--- config.mk ---
export PLATFORM = sky130hd
export DESIGN_NAME = console_mmio
export DESIGN_NICKNAME = d
export VERILOG_FILES = /design/src/rtl/console_pkg.sv /design/src/rtl/console_ctrl.sv /design/src/rtl/console_dp.sv /design/src/rtl/console_mmio.sv
export SDC_FILE = /design/constraint.sdc
export NUM_CORES = 1
export LEC_CHECK = 0
export BUFFER_PORTS_ARGS = -buffer_cell sky130_fd_sc_hd__buf_2
export CAP_MARGIN = 40
export CORE_UTILIZATION = 38
export DETAILED_ROUTE_END_ITERATION = 6
export PLACE_DENSITY = 0.86
export RECOVER_POWER = 100
export SYNTH_ARGS = -nofsm -noshare
export SYNTH_HDL_FRONTEND = slang
export SYNTH_SLANG_ARGS = --single-unit
--- constraint.sdc ---
create_clock -name clk -period 5 [get_ports clk]
set_input_delay 1 -clock clk [delete_from_list [all_inputs] [get_ports clk]]
set_output_delay 1 -clock clk [all_outputs]
set_load 0.01 [all_outputs]
--- src/rtl/console_pkg.sv ---
package console_pkg;

  typedef enum logic [2:0] {
    SEL_NONE,
    SEL_RX_STAT,
    SEL_RX_DATA,
    SEL_TX_STAT,
    SEL_TX_DATA
  } regSel_e;

  typedef struct packed {
    regSel_e regSel;
    logic    rdEn;
    logic    popRx;
    logic    pushTx;
  } strobe_t;

endpackage

--- src/rtl/console_ctrl.sv ---
module console_ctrl
  import console_pkg::*;
#(
  parameter int          ADDR_W   = 32,
  parameter int          WIN_BITS = 16,
  parameter logic [31:0] BASE     = 32'hFFFF0000
) (
  input  logic              clk,
  input  logic              rstN,
  input  logic              busSel,
  input  logic              busWrite,
  input  logic [ADDR_W-1:0] busAddr,
  output logic              busHit,
  output strobe_t           strb
);
  localparam int TAG_W = ADDR_W - WIN_BITS;
  localparam logic [TAG_W-1:0]    WIN_TAG   = BASE[ADDR_W-1:WIN_BITS];
  localparam logic [WIN_BITS-1:0] OFF_RX_ST = WIN_BITS'(0);
  localparam logic [WIN_BITS-1:0] OFF_RX_DT = WIN_BITS'(4);
  localparam logic [WIN_BITS-1:0] OFF_TX_ST = WIN_BITS'(8);
  localparam logic [WIN_BITS-1:0] OFF_TX_DT = WIN_BITS'(12);

  logic [WIN_BITS-1:0] offset;
  regSel_e             sel;

  always_comb begin
    busHit = busSel && (busAddr[ADDR_W-1:WIN_BITS] == WIN_TAG);
    offset = busAddr[WIN_BITS-1:0];
    sel    = SEL_NONE;
    if (busHit) begin
      case (offset)
        OFF_RX_ST: sel = SEL_RX_STAT;
        OFF_RX_DT: sel = SEL_RX_DATA;
        OFF_TX_ST: sel = SEL_TX_STAT;
        OFF_TX_DT: sel = SEL_TX_DATA;
        default:   sel = SEL_NONE;
      endcase
    end
    strb.regSel = sel;
    strb.rdEn   = busHit && !busWrite;
    strb.popRx  = busHit && !busWrite && (sel == SEL_RX_DATA);
    strb.pushTx = busHit && busWrite && (sel == SEL_TX_DATA);
  end


  one_side_effect_chk: assert property (@(posedge clk) disable iff (!rstN)
    $onehot0({strb.popRx, strb.pushTx}));


  no_strobe_outside_chk: assert property (@(posedge clk) disable iff (!rstN)
    !busHit |-> (!strb.popRx && !strb.pushTx && !strb.rdEn));

endmodule

--- src/rtl/console_dp.sv ---
module console_dp
  import console_pkg::*;
#(
  parameter int DATA_W = 32,
  parameter int BYTE_W = 8
) (
  input  logic              clk,
  input  logic              rstN,
  input  strobe_t           strb,
  input  logic [BYTE_W-1:0] wrByte,
  output logic [DATA_W-1:0] busRdata,
  input  logic              rxValid,
  input  logic [BYTE_W-1:0] rxData,
  output logic              txValid,
  output logic [BYTE_W-1:0] txData,
  input  logic              txReady
);
  logic [BYTE_W-1:0] rxByte;
  logic              rxFull;
  logic              rxOverrun;
  logic [BYTE_W-1:0] txByte;
  logic              txPending;
  logic              txFree;

  // receive side: arrival beats the clearing load
  always_ff @(posedge clk) begin
    if (!rstN) begin
      rxByte    <= '0;
      rxFull    <= 1'b0;
      rxOverrun <= 1'b0;
    end else if (rxValid) begin
      rxByte <= rxData;
      rxFull <= 1'b1;
      if (rxFull && !strb.popRx) rxOverrun <= 1'b1;
    end else if (strb.popRx) begin
      rxFull <= 1'b0;
    end
  end

  // transmit side: a store beats the device's set
  always_ff @(posedge clk) begin
    if (!rstN) begin
      txByte    <= '0;
      txPending <= 1'b0;
      txFree    <= 1'b0;
    end else if (strb.pushTx) begin
      txByte    <= wrByte;
      txPending <= 1'b1;
      txFree    <= 1'b0;
    end else begin
      if (txPending && txReady) txPending <= 1'b0;
      if (!txPending && txReady) txFree <= 1'b1;
    end
  end

  always_comb begin
    busRdata = '0;
    if (strb.rdEn) begin
      case (strb.regSel)
        SEL_RX_STAT: begin
          busRdata[0] = rxFull;
          busRdata[1] = rxOverrun;
        end
        SEL_RX_DATA: busRdata[BYTE_W-1:0] = rxByte;
        SEL_TX_STAT: busRdata[0] = txFree;
        default:     busRdata = '0;
      endcase
    end
  end

  assign txValid = txPending;
  assign txData  = txByte;


  rx_set_chk: assert property (@(posedge clk) disable iff (!rstN)
    rxValid |=> rxFull);


  rx_clear_chk: assert property (@(posedge clk) disable iff (!rstN)
    (strb.popRx && !rxValid) |=> !rxFull);


  overrun_sticky_chk: assert property (@(posedge clk) disable iff (!rstN)
    rxOverrun |=> rxOverrun);


  tx_hold_chk: assert property (@(posedge clk) disable iff (!rstN)
    (txValid && !txReady && !strb.pushTx) |=> (txValid && $stable(txData)));


  tx_flag_clear_chk: assert property (@(posedge clk) disable iff (!rstN)
    strb.pushTx |=> (!txFree && txValid));

endmodule

--- src/rtl/console_mmio.sv ---
module console_mmio
  import console_pkg::*;
#(
  parameter int          ADDR_W   = 32,
  parameter int          DATA_W   = 32,
  parameter int          BYTE_W   = 8,
  parameter int          WIN_BITS = 16,
  parameter logic [31:0] BASE     = 32'hFFFF0000
) (
  input  logic              clk,
  input  logic              rstN,
  input  logic              busSel,
  input  logic              busWrite,
  input  logic [ADDR_W-1:0] busAddr,
  input  logic [DATA_W-1:0] busWdata,
  output logic [DATA_W-1:0] busRdata,
  output logic              busHit,
  input  logic              rxValid,
  input  logic [BYTE_W-1:0] rxData,
  output logic              rxReady,
  output logic              txValid,
  output logic [BYTE_W-1:0] txData,
  input  logic              txReady
);
  strobe_t strb;
  logic    wdataUnused;

  assign wdataUnused = ^busWdata[DATA_W-1:BYTE_W];
  assign rxReady     = 1'b1;

  console_ctrl #(
    .ADDR_W(ADDR_W), .WIN_BITS(WIN_BITS), .BASE(BASE)
  ) u_ctrl (
    .clk(clk), .rstN(rstN), .busSel(busSel), .busWrite(busWrite),
    .busAddr(busAddr), .busHit(busHit), .strb(strb)
  );

  console_dp #(
    .DATA_W(DATA_W), .BYTE_W(BYTE_W)
  ) u_dp (
    .clk(clk), .rstN(rstN), .strb(strb), .wrByte(busWdata[BYTE_W-1:0]),
    .busRdata(busRdata), .rxValid(rxValid), .rxData(rxData),
    .txValid(txValid), .txData(txData), .txReady(txReady)
  );


  stat_upper_zero_chk: assert property (@(posedge clk) disable iff (!rstN)
    (busHit && !busWrite && (busAddr[3:0] == 4'h8)) |-> (busRdata[DATA_W-1:1] == '0));

endmodule

==> results of run 1 <==
==> worst max-delay path, delay by kind of cell <==
family	cells	cell delay, ns
buffers and inverters	2	0.21
AND/OR/NAND/NOR	4	1.76
==> layout make-up <==
| class | instances | area, um^2 |
|---|---|---|
| Clock buffer | 3 | 22.5 |
| Timing Repair Buffer | 71 | 342 |
| Clock inverter | 1 | 30.0 |
| Sequential cell | 20 | 400 |
| Inverter | 2 | 7.51 |
| Fill cell | 285 | 1390 |
| Multi-Input combinational cell | 105 | 597 |
| Tap cell | 31 | 38.8 |
==> per-stage QoR <==
step                total power, W  hold WS [ns]  std cells  area, um^2
floorplan                 0.000212         0.424        157        1260
finish                    0.000350         0.465        233        1440
global route              0.000368         0.475        233        1440
CTS                       0.000356         0.466        233        1490
detailed placement        0.000221         0.448        229        1440
global placement          0.000220         0.439        229        1440
==> registers in the layout (all words and copies together) (netlist names) <==
name and cells:
u_dp.txFree 1, u_dp.rxFull 1, u_dp.rxOverrun 1, u_dp.rxByte 8, u_dp.txValid 1, u_dp.txData 8
==> cells in the final DEF, fill, tap and decap left out, drive strengths merged <==
cell type   n
a31oi       1
and2        6
buf        60
bufinv      1
clkbuf     14
conb       25
dfxtp      20
inv         2
mux2i      18
nand2      21
nand3       3
nand4       4
nor2        4
nor2b      10
nor4        6
nor4b       1
o21a        1
o21ai       3
or2         1
or4         1
==> power breakdown <==
part / internal [W] / switching [W]
Clock: 0.0000810 / 0.0000523
Sequential: 0.000165 / 0.00000294
Combinational: 0.0000233 / 0.0000253
Total: 0.000269 / 0.0000805
==> cells by family (layout without fill, tap and decap cells) <==
logic type,after synthesis,in the layout
multiplexers,18,18
buffers and inverters,32,77
other,2,25
AND/OR/NAND/NOR,57,57
AO/OA/AOI/OAI,5,5
flip-flops,20,20
==> per-layer routing <==
metal	vias to the layer above	global-route usage, %
li1	532	-
met2	39	24.3
met1	441	16.7
met3	2	3.17
met5	-	0
met4	0	6.97
==> worst paths after layout <==
kind                            endpoint  depth (start not counted)
max                          busRdata[3]                          6
max reg2reg     u_dp.txFree$_SDFFE_PP0P_                          3
min          u_dp.txData[5]$_SDFFE_PN0P_                          2
min reg2reg  u_dp.txData[5]$_SDFFE_PN0P_                          2
==> impl_metrics.yaml, run 1 <==
timing:
  period_needed_ns: 3.95
  finalHoldViolCount: 0
  fin_worst_skew_ns: 0.0000765
  fin_crit_sh_pct: 79.0
  slew-limit-headroom_pct: -46.5
  worstMarginPinSlew_ns: 2.18
  rsz0062_at_grt: "no"
  final_max_slew_viol_count: 11
  finalSetupTns_ns: 0
  max_freq_mhz: 253
  setup_violations: 0
  layout_setup_ws_ns: 1.05
critical_path:
  critPathCaptureType: "output pin"
  worstPathArrival_ns: 2.95
  cp_common_cell: "buf_2"
  setup.worst_path.start: "busAddr[23]"
  worst_path_max_delay_cell: "nor4_1"
  required_ns: 4.00
  crit_type: "in2out"
  crit_chain: "buf_2 > nand4_1 > or4_1 > nor4_1 > and2_0 > buf_2"
  ff2ff_setup_slack_ns: 4.23
  max_stage_delay_ns: 0.90
  cp_max_fo: 8
  reg2reg_from: "u_dp.txValid$_SDFFE_PN0P_"
  critPathLaunchType: "input port"
outcome:
  violations: "DRC, capacitance limit, slew limit"
  status: "finished, violations left"
clock_tree:
  clockBufferDepth: 2
  cts_tree: "yes"
  cts_hold_buf: 0
  insertion_delay_ns: 0.30
  htreeDepth: 1
  cts_sinks: 20
  post_cts_resized: 0
  clkSlewWorstSetupHoldPaths_ns: 0.12
  postCtsSetupRepairBufs: 0
  cts_buffers: 3
  root_buffer: "clkbuf_4"
cells_and_area:
  diodes: 0
  nets: 281
  area_growth_pct: 22.6
  utilization_pct: 50.8
  drive_above_1_share_pct: 31.7
synthesis:
  synth.most_common_cell: "buf_4"
  ys_seq_elements: 20
  yosys.area_share.simple_pct: 28.5
  yosysTopAreaCell: "dfxtp_1"
  yosys-top-cells-count: "buf_4 (25), nand2_1 (21), dfxtp_1 (20), mux2i_1 (18), nor2b_1 (10)"
  synth_flop_cell: "dfxtp_1"
  synth_top_area_share_pct: 34.2
  async_reset_ff_share_pct: 0
  syn_area_per_cell_um2: 8.75
  ys_seq_area_share_pct: 34.2
  ys.warnings.count: 0
  synthMuxAreaShare_pct: 15.4
  synth-xor-area-share_pct: 0
  synth_top_family_by_area: "simple AND/OR/NAND/NOR gates"
  synth_compound_area_share_pct: 2.45
  synth.distinct_cells: 21
  synth_top_cells_by_area: "dfxtp_1 (34%), buf_4 (16%), mux2i_1 (15%)"
  syn_area_um2: 1170
  synthCells: 134
  synth_fa_ha_area_share_pct: 0
  synth_enable_flop_cells: 0
global_route:
  grt_pass1_vias: 867
  antenna_found_initial: 0
  grt_start_max_net_pins: 31
  grtUsageTotal_pct: 14.2
  grt_pass1_wl_um: 3660
  grt-ovfl-total: 0
route:
  drc: 6
  postRouteAntennaNets: 0
  wirelength_um: 2260
  drt_iter0_markers: 21
  vias: 1014
  wl_met2_um: 1080
  wl_met3_um: 151
  routed_via_density: 4.35
  top_layer: "met4"
  post_drt_wl_per_cell_um: 9.71
  m1WireLength_um: 1020
  first_pass_iters: 6
floorplan:
  start_util_pct: 41.4
  die-area_um2: 3310
  coreArea_um2: 2830
  pin_count: 121
  die_w_um: 57.5
  row_count: 19
  die-height_um: 57.5
placed_design:
  post-place-ws_ns: 1.47
  io_buffer_count: 71
  place_congestion: 0.686
  hpwl_um: 1800
power:
  p_leak_nw: 0.710
  max-vdd-ir-drop_uv: 125
  power.density_nw_per_um2: 243
worst_hold_path:
  hold_start: "u_dp.txData[5]$_SDFFE_PN0P_"
  hp-class: "reg2reg"
flow_run:
  max_cap_viol_count: 1
Power figures use the tool's default switching activity.
==> run 2, diff against run 1 <==
--- a/config.mk
+++ b/config.mk
@@ -5,11 +5,12 @@
 export SDC_FILE = /design/constraint.sdc
 export NUM_CORES = 1
 export LEC_CHECK = 0
+export ABC_AREA = 1
 export BUFFER_PORTS_ARGS = -buffer_cell sky130_fd_sc_hd__buf_2
 export CAP_MARGIN = 40
-export CORE_UTILIZATION = 38
+export CORE_UTILIZATION = 33
 export DETAILED_ROUTE_END_ITERATION = 6
-export PLACE_DENSITY = 0.86
+export PLACE_DENSITY = 0.77
 export RECOVER_POWER = 100
 export SYNTH_ARGS = -nofsm -noshare
 export SYNTH_HDL_FRONTEND = slang
==> constraint.sdc (replaced) <==
create_clock -name clk -period 3.56 [get_ports clk]
set_input_delay 0.712 -clock clk [delete_from_list [all_inputs] [get_ports clk]]
set_output_delay 0.712 -clock clk [all_outputs]
set_load 0.01 [all_outputs]
==> impl_metrics.yaml, run 2 <==
worst_hold_path:
  hp-class: "reg2reg"
  hold_depth: 2
cells_and_area:
  nets: 337
  final_common_cell: "buf_2"
  num-fill-cells: 421
  instances_no_fill: 306
  drive_above_1_share_pct: 27.9
  finalInstanceArea_um2: 1560
  layout_common_cells: "buf_2 (54), nor2_1 (41), conb_1 (25)"
  area_growth_pct: 23.8
  diodes: 0
placed_design:
  io_buffer_count: 71
  post-place-ws_ns: 0.988
  place_inst: 302
  dpl_cell_area_um2: 1570
  hpwl_um: 2060
  place_congestion: 0.834
route:
  vias: 1260
  drt_iter0_markers: 37
  routed_via_density: 4.12
  drc: 0
  post_drt_wl_per_cell_um: 8.24
  postRouteAntennaNets: 0
  first_pass_iters: 4
  wirelength_um: 2520
global_route:
  antenna_found_initial: 0
  grtUsageMet1_pct: 14.2
  grt_pass1_wl_um: 4380
  grt_pass1_vias: 1099
  met3_usage_pct: 4.82
  gr-usage-met2_pct: 25.4
  grt_busiest_layer: "met2"
  grt_start_max_net_pins: 18
  grtUsageTotal_pct: 13.6
  grt-ovfl-total: 0
floorplan:
  row_count: 22
  start_util_pct: 34.4
  die_w_um: 63.8
  coreArea_um2: 3660
  die-height_um: 63.8
  pin_count: 121
  die-area_um2: 4070
power:
  p_leak_nw: 0.797
  cellInternalPower_w: 0.000361
  power_frac_clock_pct: 35.8
  comb_power_share_pct: 14.8
  pwr-share-seq_pct: 49.4
  swShare_pct: 24.3
  max-vdd-ir-drop_uv: 205
  switchingPower_w: 0.000116
  power.density_nw_per_um2: 305
critical_path:
  critPathCaptureType: "output pin"
  crit_type: "in2out"
  critPathLaunchType: "input port"
  required_ns: 2.85
  cp_top_family: "simple AND/OR/NAND/NOR gates"
  cp_max_fo: 8
  path_depth: 9
  timing.critical_path.buf_inv: 2
  crit_chain: "buf_2 > nor2_1 > nand2_1 > nor2_1 > nand3_1 > nor2_1 > nand3_1 > nor2_1 > clkbuf_1"
  worstPathArrival_ns: 2.13
  max_stage_delay_ns: 0.32
  cp_common_cell: "nor2_1"
  rr_worst_depth: 3
  worst_path_max_delay_cell: "nand3_1"
synthesis:
  yosysTopAreaCell: "dfxtp_1"
  synth_enable_flop_cells: 0
  ys_seq_area_share_pct: 31.7
  ys.warnings.count: 0
  synth.distinct_cells: 22
  synth_top_cells_by_area: "dfxtp_1 (32%), buf_4 (15%), nor2_1 (12%)"
  ys_seq_elements: 20
  yosys-top-cells-count: "nor2_1 (39), buf_4 (25), inv_1 (22), dfxtp_1 (20), nand2_1 (20)"
  syn_area_per_cell_um2: 6.74
  async_reset_ff_share_pct: 0
  synth_flop_cell: "dfxtp_1"
  synth.most_common_cell: "nor2_1"
  synthCells: 187
  syn_area_um2: 1260
  synth_top_area_share_pct: 31.7
clock_tree:
  cts_buffers: 3
  insertion_delay_ns: 0.26
  root_buffer: "clkbuf_8"
  cts_sinks: 20
  clockBufferDepth: 2
  postCtsSetupRepairBufs: 0
  clkSlewWorstSetupHoldPaths_ns: 0.07
  htreeDepth: 1
  cts_tree: "yes"
  post_cts_resized: 0
  cts_hold_buf: 0
timing:
  layout_setup_ws_ns: 0.714
  fin_worst_skew_ns: 0.00164
  rsz0062_at_grt: "no"
  finalSetupTns_ns: 0
  max_freq_mhz: 351
  fin_crit_sh_pct: 80.0
  setup_violations: 0
  whs_ns: 0.453
  finalHoldViolCount: 0
  final_max_slew_viol_count: 0
  period_needed_ns: 2.85
flow_run:
  max_cap_viol_count: 0
outcome:
  status: "finished, final reports clean"
## run 2: worst paths after layout
check                                                 start                           to  slack, ns
worst max-delay path                             busAddr[1]                  busRdata[5]       0.71
worst min-delay path            u_dp.rxByte[7]$_SDFFE_PN0P_  u_dp.rxByte[7]$_SDFFE_PN0P_       0.45
worst max register to register    u_dp.txValid$_SDFFE_PN0P_     u_dp.txFree$_SDFFE_PP0P_       2.89
worst min register to register  u_dp.rxByte[7]$_SDFFE_PN0P_  u_dp.rxByte[7]$_SDFFE_PN0P_       0.45
## run 2: cells by family (layout without fill, tap and decap cells)
kind of cell,after synthesis,count (layout),synth area share (%)
flip-flops,20,20,31.7
AND/OR/NAND/NOR,83,83,32.0
AO/OA/AOI/OAI,30,30,12.2
other,2,25,0.595
buffers and inverters,52,100,23.4
## run 2: power groups by stage
stage | registers (W) | logic, W | clock network, W
after floorplan | 0.000240 | 0.0000587 | 0
after detailed placement | 0.000241 | 0.0000722 | 0
after CTS | 0.000236 | 0.0000724 | 0.000179
after global placement | 0.000241 | 0.0000703 | 0
after global routing | 0.000237 | 0.0000824 | 0.000190
final | 0.000236 | 0.0000706 | 0.000171
## run 2: area by class of cell
type / instances / area (um^2) / area share, %
well taps: 48 / 60.1 / 3.85
clock buffers: 4 / 55.1 / 3.53
multi-input cells: 138 / 617 / 39.5
repair buffers: 71 / 334 / 21.4
flip-flops and latches: 20 / 400 / 25.6
inverters: 25 / 95.1 / 6.09
## run 2: per-stage QoR
| stage | utilization (%) | total power [W] |
|---|---|---|
| after floorplan | - | 0.000299 |
| after global placement | 42.8 | 0.000311 |
| after detailed placement | 42.8 | 0.000313 |
| after CTS | 44.3 | 0.000487 |
| after global routing | 42.7 | 0.000509 |
| final | 42.7 | 0.000477 |
## run 2: worst register-to-register path, cell delays in order (launching register included)
cell and delay (ns):
dfxtp_1 0.33, inv_1 0.05, a21oi_1 0.12, nor3_1 0.06
## run 2: per-layer routing
| metal | share of wire (%) | up-vias |
|---|---|---|
| met3 | 7.1 | 4 |
| li1 | - | 668 |
| met1 | 43 | 537 |
| met2 | 49 | 51 |
| met5 | 0 | - |
| met4 | 1.2 | 0 |
==> run 3, diff against run 2 <==
--- a/config.mk
+++ b/config.mk
@@ -5,10 +5,10 @@
 export SDC_FILE = /design/constraint.sdc
 export NUM_CORES = 1
 export LEC_CHECK = 0
-export ABC_AREA = 1
+export ABC_AREA = 0
 export BUFFER_PORTS_ARGS = -buffer_cell sky130_fd_sc_hd__buf_2
 export CAP_MARGIN = 40
-export CORE_UTILIZATION = 33
+export CORE_UTILIZATION = 32
 export DETAILED_ROUTE_END_ITERATION = 6
 export PLACE_DENSITY = 0.77
 export RECOVER_POWER = 100
==> constraint.sdc (replaced) <==
create_clock -name clk -period 2.5 [get_ports clk]
set_input_delay 0.5 -clock clk [delete_from_list [all_inputs] [get_ports clk]]
set_output_delay 0.5 -clock clk [all_outputs]
set_load 0.01 [all_outputs]
==> impl_metrics.yaml, run 3 (synthesis results as in run 1) <==
outcome:
  status: "finished, final reports clean"
timing:
  period_needed_ns: 2.41
  worstMarginPinSlew_ns: 1.11
  rsz0062_at_grt: "no"
  max_freq_mhz: 415
  fin_crit_sh_pct: 96.4
  final_max_slew_viol_count: 0
  setup_violations: 0
  finalHoldViolCount: 0
  slew-limit-headroom_pct: 25.9
  fin_worst_skew_ns: 0.000732
  finalSetupTns_ns: 0
  layout_setup_ws_ns: 0.0910
cells_and_area:
  final_common_cell: "buf_2"
  nets: 284
  drive_above_1_share_pct: 34.6
  layout_common_cells: "buf_2 (56), conb_1 (25), nand2_1 (21)"
  area_growth_pct: 27.1
  multi_input_area_um2: 631
  utilization_pct: 43.6
  seq_area_um2: 400
  num-fill-cells: 368
  diodes: 0
floorplan:
  start_util_pct: 34.3
  row_count: 21
  coreArea_um2: 3420
  die-height_um: 62.5
  die-area_um2: 3910
  die_w_um: 62.5
  pin_count: 121
clock_tree:
  postCtsSetupRepairBufs: 0
  cts_sinks: 20
  clockBufferDepth: 2
  post_cts_resized: 0
  root_buffer: "clkbuf_4"
  htreeDepth: 1
  cts_hold_buf: 0
  insertion_delay_ns: 0.29
  clkSlewWorstSetupHoldPaths_ns: 0.11
  cts_tree: "yes"
  cts_buffers: 3
worst_hold_path:
  hp-class: "in2reg"
route:
  postRouteAntennaNets: 0
  drt_iter0_markers: 23
  wirelength_um: 2240
  routed_via_density: 4.16
  post_drt_wl_per_cell_um: 8.94
  vias: 1044
  first_pass_iters: 3
  drc: 0
critical_path:
  critPathCaptureType: "output pin"
  crit_type: "in2out"
  max_stage_delay_ns: 0.55
  required_ns: 2.00
  crit_chain: "buf_2 > nand4_1 > or4_4 > or2_4 > nor4_2 > buf_2"
  ff2ff_setup_slack_ns: 1.79
  cp_common_cell: "buf_2"
  worstPathArrival_ns: 1.91
  worst_path_max_delay_cell: "or4_4"
  cp_max_fo: 3
  critPathLaunchType: "input port"
power:
  max-vdd-ir-drop_uv: 365
  swShare_pct: 24.5
  p_leak_nw: 0.733
  power_frac_clock_pct: 29.5
  comb_power_share_pct: 16.0
  switchingPower_w: 0.000151
  cellInternalPower_w: 0.000466
  power.density_nw_per_um2: 414
  pwr-share-seq_pct: 54.5
placed_design:
  hpwl_um: 1840
  io_buffer_count: 71
  post-place-ws_ns: 0.0202
  place_congestion: 0.704
global_route:
  grt_start_max_net_pins: 31
  grt_pass1_wl_um: 3930
  grtUsageTotal_pct: 12.3
  grt_pass1_vias: 996
  grt-ovfl-total: 0
  antenna_found_initial: 0
flow_run:
  max_cap_viol_count: 0
==> run 3: cell count changes in the layout (fill, tap and decap cells not counted), moves of 6 or more <==
cell	previous run	this run
and2_1	0	6
mux2i_1	0	18
o21ai_0	18	3
nor2_1	41	4
inv_1	23	2
nand3_1	9	3
a21oi_1	11	0
nor2b_1	0	10
==> run 3: critical path: cells and delay by family <==
kind                   cells  cell delay (ns)
buffers and inverters      2             0.24
AND/OR/NAND/NOR            4             1.17
==> run 3: stage by stage <==
stage | power, W | instance area (um^2) | instances | hold slack [ns]
floorplan | 0.000424 | 1260 | 157 | 0.424
global placement | 0.000440 | 1480 | 247 | 0.438
detailed placement | 0.000443 | 1480 | 247 | 0.447
CTS | 0.000628 | 1520 | 251 | 0.422
global route | 0.000663 | 1490 | 251 | 0.407
finish | 0.000617 | 1490 | 251 | 0.438
==> run 3: worst paths after layout <==
kind                               start                     endpoint  depth (start not counted)
max                               busSel                  busRdata[0]                          6
min                          busWdata[0]  u_dp.txData[0]$_SDFFE_PN0P_                          3
max reg2reg    u_dp.txValid$_SDFFE_PN0P_     u_dp.txFree$_SDFFE_PP0P_                          3
min reg2reg  u_dp.txData[6]$_SDFFE_PN0P_  u_dp.txData[6]$_SDFFE_PN0P_                          2
==> run 3: power groups by stage <==
stage	combinational (W)	sequential, W	clock (W)
finish	0.0000990	0.000336	0.000182
floorplan	0.0000824	0.000341	0
CTS	0.0000993	0.000336	0.000193
global route	0.000111	0.000338	0.000213
global placement	0.0000969	0.000343	0
detailed placement	0.0000992	0.000344	0
==> run 3: final cells by class <==
| cell class | count | share of cell area (%) |
|---|---|---|
| clock buffers | 4 | 2.43 |
| inverters | 2 | 0.504 |
| multi-input cells | 105 | 42.3 |
| flip-flops and latches | 20 | 26.9 |
| well taps | 46 | 3.86 |
| repair buffers | 74 | 24.0 |
==> run 3: per-layer routing <==
| layer | part of all wire, % | global-route usage, % | up-vias |
|---|---|---|---|
| met5 | 0 | 0 | - |
| met4 | 0 | 2.03 | 0 |
| met1 | 43 | 12.9 | 469 |
| li1 | - | - | 539 |
| met2 | 51 | 23.1 | 36 |
| met3 | 5.6 | 4.74 | 0 |
